## src/rtl/spm_pkg.sv

```systemverilog
package spm_pkg;
  // Read port byte addresses
  typedef enum logic [2:0] {
    RA_H_HI = 3'd0,
    RA_H_LO = 3'd1,
    RA_V_HI = 3'd2,
    RA_V_LO = 3'd3,
    RA_STAT = 3'd4
  } spm_addr_e;

  localparam int SYNC_STAGES = 2;
endpackage

```

## src/rtl/spm_rst_sync.sv

```systemverilog
module spm_rst_sync (
  input  logic clk,
  input  logic rst_n,
  output logic rst_n_s
);
  logic [1:0] pipe_q;

  always_ff @(posedge clk or negedge rst_n) begin
    if (!rst_n) pipe_q <= 2'b00;
    else        pipe_q <= {pipe_q[0], 1'b1};
  end

  assign rst_n_s = pipe_q[1];
endmodule

```

## src/rtl/spm_sync2.sv

```systemverilog
module spm_sync2 #(
  parameter int W      = 2,
  parameter int STAGES = 2
) (
  input  logic         clk,
  input  logic         rst_n,
  input  logic [W-1:0] d,
  output logic [W-1:0] q
);
  logic [W-1:0] stage_q [STAGES];

  for (genvar s = 0; s < STAGES; s++) begin : g_stage
    if (s == 0) begin : g_first
      always_ff @(posedge clk or negedge rst_n) begin
        if (!rst_n) stage_q[s] <= '0;
        else        stage_q[s] <= d;
      end
    end else begin : g_next
      always_ff @(posedge clk or negedge rst_n) begin
        if (!rst_n) stage_q[s] <= '0;
        else        stage_q[s] <= stage_q[s-1];
      end
    end
  end

  assign q = stage_q[STAGES-1];
endmodule

```

## src/rtl/spm_period_chan.sv

```systemverilog
module spm_period_chan #(
  parameter int CW = 14,
  parameter int TO = 65536
) (
  input  logic          clk,
  input  logic          rst_n,
  input  logic          lvl,
  output logic [CW-1:0] period,
  output logic          ovf,
  output logic          present,
  output logic          off_lvl
);
  localparam logic [CW-1:0] CMAX = {CW{1'b1}};
  localparam int            TOW  = (TO > 2) ? $clog2(TO) : 1;
  localparam logic [TOW-1:0] TO_LAST = TOW'(TO - 1);

  logic            lvl_d_q;
  logic            armed_q, armed_n;
  logic [CW-1:0]   cnt_q, cnt_n;
  logic [CW-1:0]   per_q, per_n;
  logic            ovf_q, ovf_n;
  logic            pres_q, pres_n;
  logic [TOW-1:0]  to_q, to_n;
  logic            off_q;
  logic            rise, at_max, off_en;

  assign rise   = lvl & ~lvl_d_q;
  assign at_max = (cnt_q == CMAX);
  assign off_en = ~pres_q;

  always_comb begin
    cnt_n   = cnt_q;
    armed_n = armed_q | rise;
    per_n   = per_q;
    ovf_n   = ovf_q;
    pres_n  = pres_q;
    to_n    = to_q;
    if (rise) begin
      cnt_n = CW'(1);
      if (armed_q) begin
        per_n = cnt_q;
        ovf_n = at_max;
      end
    end else if (armed_q) begin
      if (at_max) ovf_n = 1'b1;
      else        cnt_n = cnt_q + CW'(1);
    end
    if (rise) begin
      pres_n = 1'b1;
      to_n   = '0;
    end else if (pres_q) begin
      if (to_q == TO_LAST) pres_n = 1'b0;
      else                 to_n   = to_q + TOW'(1);
    end
  end

  always_ff @(posedge clk or negedge rst_n) begin
    if (!rst_n) begin
      lvl_d_q <= 1'b0;
      armed_q <= 1'b0;
      cnt_q   <= '0;
      per_q   <= '0;
      ovf_q   <= 1'b0;
      pres_q  <= 1'b0;
      to_q    <= '0;
    end else begin
      lvl_d_q <= lvl;
      armed_q <= armed_n;
      cnt_q   <= cnt_n;
      per_q   <= per_n;
      ovf_q   <= ovf_n;
      pres_q  <= pres_n;
      to_q    <= to_n;
    end
  end

  always_ff @(posedge clk or negedge rst_n) begin
    if (!rst_n)      off_q <= 1'b0;
    else if (off_en) off_q <= lvl;
  end

  assign period  = per_q;
  assign ovf     = ovf_q;
  assign present = pres_q;
  assign off_lvl = off_q;
endmodule

```

## src/rtl/spm_regmux.sv

```systemverilog
module spm_regmux
  import spm_pkg::*;
#(
  parameter int HW = 14,
  parameter int VW = 12
) (
  input  logic [2:0]    rd_addr,
  input  logic [HW-1:0] h_period,
  input  logic [VW-1:0] v_period,
  input  logic          h_ovf,
  input  logic          v_ovf,
  input  logic [3:0]    status,
  output logic [7:0]    rd_data
);
  always_comb begin
    rd_data = 8'h00;
    case (rd_addr)
      RA_H_HI: rd_data = {h_ovf, 7'(h_period >> 8)};
      RA_H_LO: rd_data = h_period[7:0];
      RA_V_HI: rd_data = {v_ovf, 7'(v_period >> 8)};
      RA_V_LO: rd_data = v_period[7:0];
      RA_STAT: rd_data = {4'b0000, status};
      default: rd_data = 8'h00;
    endcase
  end
endmodule

```

## src/rtl/sync_period_meter.sv

```systemverilog
module sync_period_meter
  import spm_pkg::*;
#(
  parameter int HW      = 14,
  parameter int VW      = 12,
  parameter int PRES_TO = 65536
) (
  input  logic          clk,
  input  logic          rst_n,
  input  logic          hsync_in,
  input  logic          vsync_in,
  input  logic [2:0]    rd_addr,
  output logic [7:0]    rd_data,
  output logic [HW-1:0] h_period,
  output logic [VW-1:0] v_period,
  output logic          h_ovf,
  output logic          v_ovf,
  output logic          h_present,
  output logic          v_present,
  output logic          h_off_lvl,
  output logic          v_off_lvl
);
  logic       rst_n_s;
  logic [1:0] lvl_s;

  spm_rst_sync u_rst (.clk(clk), .rst_n(rst_n), .rst_n_s(rst_n_s));

  spm_sync2 #(.W(2), .STAGES(SYNC_STAGES)) u_sync (
    .clk(clk), .rst_n(rst_n_s), .d({vsync_in, hsync_in}), .q(lvl_s)
  );

  spm_period_chan #(.CW(HW), .TO(PRES_TO)) u_hchan (
    .clk(clk), .rst_n(rst_n_s), .lvl(lvl_s[0]),
    .period(h_period), .ovf(h_ovf), .present(h_present), .off_lvl(h_off_lvl)
  );

  spm_period_chan #(.CW(VW), .TO(PRES_TO)) u_vchan (
    .clk(clk), .rst_n(rst_n_s), .lvl(lvl_s[1]),
    .period(v_period), .ovf(v_ovf), .present(v_present), .off_lvl(v_off_lvl)
  );

  spm_regmux #(.HW(HW), .VW(VW)) u_mux (
    .rd_addr(rd_addr), .h_period(h_period), .v_period(v_period),
    .h_ovf(h_ovf), .v_ovf(v_ovf),
    .status({v_off_lvl, h_off_lvl, v_present, h_present}),
    .rd_data(rd_data)
  );
endmodule

```

## config.mk

```make
export PLATFORM = sky130hd
export DESIGN_NAME = sync_period_meter
export DESIGN_NICKNAME = d
export VERILOG_FILES = /design/src/rtl/spm_pkg.sv /design/src/rtl/spm_rst_sync.sv /design/src/rtl/spm_sync2.sv /design/src/rtl/spm_period_chan.sv /design/src/rtl/spm_regmux.sv /design/src/rtl/sync_period_meter.sv
export SDC_FILE = /design/constraint.sdc
export NUM_CORES = 1
export LEC_CHECK = 0
export BUFFER_PORTS_ARGS = -buffer_cell sky130_fd_sc_hd__buf_2
export CAP_MARGIN = 40
export CELL_PAD_IN_SITES_DETAIL_PLACEMENT = 1
export CELL_PAD_IN_SITES_GLOBAL_PLACEMENT = 1
export CORE_MARGIN = 2
export CORE_UTILIZATION = 52
export CTS_BUF_LIST = sky130_fd_sc_hd__clkbuf_8
export DETAILED_ROUTE_END_ITERATION = 10
export GPL_ROUTABILITY_DRIVEN = 0
export PLACE_DENSITY = 0.91
export SETUP_SLACK_MARGIN = 0.02
export SYNTH_ARGS = -nofsm -noshare
export SYNTH_HDL_FRONTEND = slang
export SYNTH_HIERARCHICAL = 1
export SYNTH_SLANG_ARGS = --single-unit
```

## constraint.sdc

```tcl
create_clock -name clk -period 8.4 [get_ports clk]
set_input_delay 0.42 -clock clk [delete_from_list [all_inputs] [get_ports clk]]
set_output_delay 0.42 -clock clk [all_outputs]
set_load 0.02 [all_outputs]
```

Yosys cells after proc, flatten, opt, wreduce, memory -nomap -nowiden. Index checks and enable logic that the tools add are counted. W data, S select, Z words.

$add $sub $neg: 4. Eq/ne operators: 12. Multiplexer cells: 27. Bitwise operators: 6. Reductions and logical operators: 15.

Operators with widths (count): $mux W16 (6); $mux W14 (3); $pmux W8 S5 (1); $mux W12 (3); $add A16 B1 Y16 const B (2); $eq A16 B16 Y1 const B (2); $reduce_and A2 Y1 (8); $add A14 B1 Y14 const B (1); $eq A14 B14 Y1 const B (1); $mux W1 (14); $add A12 B1 Y12 const B (1); $eq A12 B12 Y1 const B (1); $reduce_bool A2 Y1 (6); $ne A2 B1 Y1 const B (4); $eq A3 B2 Y1 const B (2); $eq A3 B1 Y1 const B (1); $eq A3 B3 Y1 const B (1); $logic_not A3 Y1 (1); $and A1 B1 Y1 (2); $not A1 Y1 (2); $or A1 B1 Y1 (2).

Register bits: 100. Bits of input ports: 7. Output and inout bits: 40. Word-level logic and storage cells: 83.

Logic depth before layout (Yosys ltp).
Depth after elaboration: 4. Depth in mapped cells: 7. Depth with buffers taken out: 5.

Hierarchy. Netlist, hierarchy kept.

Modules (own cells, without submodules): spm_period_chan at u_hchan (instances 1, cells each 230, area an instance 2359.8 sq um, seq. area each 1226.2 sq um); spm_period_chan at u_vchan (instances 1, cells each 199, area an instance 2155.8 sq um, seq. area each 1126.1 sq um); spm_regmux (instances 1, cells each 40, area an instance 329.1 sq um, seq. area each 0.0 sq um); spm_sync2 (instances 1, cells each 6, area an instance 115.1 sq um, seq. area each 100.1 sq um); spm_rst_sync (instances 1, cells each 3, area an instance 53.8 sq um, seq. area each 50.0 sq um).

Least setup slack after synthesis. No wires, ideal clock.

Kind: input port to output port. Start point: in rd_addr[0]. End point: out rd_data[1]. Arrival time: 1298 ps. Data required time: 7980 ps. Slack: 6682 ps. Stages: 5. Path buffers: 2. Cell sequence: buf_6 > clkbuf_8 > nor2b_4 > a22oi_1 > o22ai_1.

Word-level cells in the longest chain between the ends: 2. Elaborated cells between the ends (all ways): 6. Those cells by class: 4 x eq/ne; 1 x mux; 1 x reduce/logical.

RTL lines: start: declaration (line sync_period_meter.sv:12) `input logic [2:0] rd_addr,`; $eq A3 B3 Y1 (tied with other cells) (line spm_regmux.sv:17) `case (rd_addr)`; $pmux W8 S5 (*) (line spm_regmux.sv:17); end: declaration (line sync_period_meter.sv:13) `output logic [7:0] rd_data,`.

Every way passes the cells marked *; elsewhere a longest branch is shown, timed or not.

Worst setup path in the final report.
Start point: reg u_hchan.pres_q (netlist: u_hchan/present). End point: out rd_data[0].

Word-level cells in the longest chain between the ends: 1.

RTL lines: start: declaration (line spm_period_chan.sv:22) `logic pres_q, pres_n;`; start signal: assignment (line spm_period_chan.sv:72) `pres_q <= pres_n;`; $pmux W8 S5 (line spm_regmux.sv:17).

Every way passes these cells.

==> impl.org <==
** Clock network
- CTS root buffer :: clkbuf_8
- Once the clock tree was built, the resizer swapped 0 gates to a different size.
- Maximum number of buffers from clock root to sink :: 2
- Number of hold buffers added after cts :: 1
- Skew-Pair Late Insertion Delay :: 0.39 ns
- Clock tree from TritonCTS :: done
- CTS built an H-tree with a depth of 3.
- Post-CTS timing repair inserted 0 buffers for setup.
- After clock tree synthesis, the clock-pin slew on the worst setup and hold paths is 0.11 ns.
- Counting the buffers created by CTS gives 9.
- Counting every sink on the clock net gives 100.

** Critical path
- Among all stages on the critical path, the largest delay is contributed by dfrtp_1.
- Walking the worst path, the cells encountered are mux2i_1, nor3_1, a311o_1, buf_2.
- Critical Path RT :: 7.98 ns
- On the worst path, the slowest cell contributes a delay of 0.57 ns.
- Startpoint class of the critical path :: flop
- Critical Path Start :: u_hchan/present
- Delay-heaviest family, CP :: flip-flops
- In this run the critical register-to-register path is launched from u_vchan/cnt_q[0].
- The number of buffers and inverters on the critical path is 1.
- Critical Path End Type :: output pin
- Peak fanout along the critical path :: 8
- Data arrival time of the worst path :: 1.63 ns
- The setup path with the least slack is of type reg2out.

** Synth
- By count the netlist is led by dfrtp_1, nand2_1, mux2_2.
- The mapped netlist covers 5010 um^2.
- Number of cells produced by synthesis :: 478
- The synthesized design spends more area on one cell type than any other, namely dfrtp_1.
- In the synthesized netlist the dominant register cell turns out to be dfrtp_1.
- Average footprint of a synthesized cell :: 10.5 um^2
- After synthesis, flip-flops and latches occupy 49.9% of the total area.
- Counting every net in the synthesized netlist gives 489.
- For this run, the number of Yosys warnings is 6.
- By area the synthesized netlist is led by dfrtp_1, mux2_2, nand2_1.
- In this run, synthesis produced a sequential element count of 100.
- For this run, asynchronously set or reset flops after synthesis account for 100%.
- Counting distinct cell types in the post-synthesis netlist gives 65.
- Among all cell types in the netlist, the one instantiated most often is dfrtp_1.
- Summed over its instances, the top area cell type makes up 49.9% of the synthesized netlist area.
- The synthesized design contains 0 enable-type register cells.

** STA
- After layout, the worst setup slack is 6.35 ns.
- Max Slew Vio Count :: 0
- Min cycle time layout :: 2.05 ns
- Setup TNS :: 0 ns
- Worst rel slew slack :: 43.1%
- Timing would allow up to 489 MHz.
- The final hold violation count came to 0.
- Pin slew with the least headroom to its limit :: 0.854 ns
- Final number of setup-violating endpoints :: 0
- Setup repair after global routing left no endpoint under its margin.
- Final worst-path cycle share :: 24.4%
- Final-layout worst hold slack :: 0.126 ns
- Clock skew after layout :: 0.0121 ns

** Floorplan
- Area of the die :: 10400 um^2
- The total area inside the core boundary comes to 9280 um^2.
- Die Span Y :: 102 um
- The initial utilization of the core area, before any placement, comes to 54.0%.
- Count of standard-cell rows :: 35
- I/O Pins :: 47
- The die is 102 um wide.

** Hold path
- The tightest min-delay check is of the in2reg type.
- Source of the worst hold timing path :: vsync_in

** Layout
- Cells with a size suffix above 1 make up 22.4% of the layout.
- Number of diodes added for antenna fixing :: 0
- Relative to the synthesized area, the layout overhead comes to 10.1%.
- Number of nets at the end of the flow :: 529

** Route
- The first routing iteration left 164 violations.
- After detailed routing, the average wire length per cell comes to 20.5 um.
- Wires add up to 13400 um.
- Dividing the detail-routed via count by the number of cells gives 6.22.
- Via count :: 4053
- Number of remaining DRC errors :: 0
- Number of antenna-violating nets in the routed design :: 0
- The first detailed-routing pass took 4 iterations.

** Placement
- Number of input and output port buffers inserted :: 46
- The HPWL after detailed placement is 9520 um.
- Timing analysis after detailed placement gives a worst setup slack of 6.41 ns.

** Global route
- Entering global routing, the biggest net connects 68 pins.
- Total routing resource utilization after global routing :: 27.8%
- After global routing the overflow that remains totals 0.
- Wire length of the first global-routing pass :: 22100 um
- The number of global-route vias before repair was 4270.
- Initial antenna violation count :: 0

** Power and ir drop
- For this design the ratio of total power to cell area is 202 nW/um^2.
- Cell leakage power :: 0.00251 uW
- Max VDD drop :: 0.162 mV

** Status
- The run finished with clean final reports.

** Run
- Number of max-cap violations :: 0
==> layout make-up <==
type                    count  area (um^2)
fillers                  1048         3760
flip-flops and latches    100         2510
multi-input cells         349         2350
repair buffers             53          285
well taps                 129          161
clock buffers              10          138
clock inverters             6         56.3
inverters                   5         18.8
==> state kept, by name (all words and copies together) (netlist names), 2 cells and up <==
| name | flops |
|---|---|
| u_vchan/to_q | 16 |
| u_rst/pipe_q | 2 |
| u_hchan/to_q | 16 |
| u_hchan/cnt_q | 14 |
| u_sync/q | 2 |
| u_vchan/cnt_q | 12 |
| u_sync/stage_q | 2 |
| u_hchan/period | 14 |
| u_vchan/period | 12 |
==> cells by family after synthesis <==
kind of cell               Yosys count  share of synthesized area, %
adders and majority gates            4                         0.998
other                                1                        0.0748
buffers and inverters               29                          3.14
DFF                                100                          49.9
muxes                               45                          10.0
and+or+nand+nor                    194                          21.4
AOI/OAI and AO/OA                   97                          13.1
xor gates and xnor gates             8                          1.40
==> cell usage in the layout (no fill, tap or decap), types with 6 or more instances in the layout <==
cell and instances:
dfrtp_1 99, nand2_1 47, buf_2 46, mux2_2 31, nor2_1 28, nand3_1 24, a21oi_1 22, nand4_1 19
o21ai_0 14, mux2i_1 13, clkbuf_8 10, nor3_1 10, nand2b_1 9, and4_1 9, or3_1 9, o21ai_1 8
and3_1 7, or4_1 7, a31oi_1 7, buf_4 6
==> final timing paths <==
| path | endpoint | slack, ns | cells after the start |
|---|---|---|---|
| worst max-delay path | rd_data[0] | 6.35 | 4 |
| worst min-delay path | u_sync/stage_q[3] | 0.13 | 1 |
| worst max register to register | u_vchan/cnt_q[3] | 6.42 | 5 |
| worst min register to register | u_sync/q[0] | 0.29 | 0 |
| max in group asynchronous | u_hchan/cnt_q[13] | 6.90 | 1 |
| min in group asynchronous | u_sync/q[0] | 0.29 | 0 |
==> routing by layer <==
layer  global-route usage [%]  share of wire, %  vias to the layer above  routed length [um]
li1                         -                 -                     1850                   -
met1                     32.3                42                     2112                5590
met2                     50.5                53                       63                7080
met3                     4.72               2.5                       28                 328
met4                     11.9               2.7                        0                 363
met5                        0                 0                        -                   0
==> power breakdown <==
part / switching (uW) / internal (uW)
Sequential: 77.3 / 535
Combinational: 120 / 78.5
Clock: 184 / 121
Total: 381 / 735
==> stage by stage <==
stage | cells | power [uW] | util (%) | instance area [um^2]
after floorplan | 478 | 734 | - | 5010
after global placement | 635 | 792 | 57.3 | 5320
after detailed placement | 635 | 816 | 57.3 | 5320
after CTS | 652 | 1120 | 59.4 | 5520
after global routing | 652 | 1170 | 59.4 | 5520
final | 652 | 1120 | 59.4 | 5520
Power figures use the tool's default switching activity.
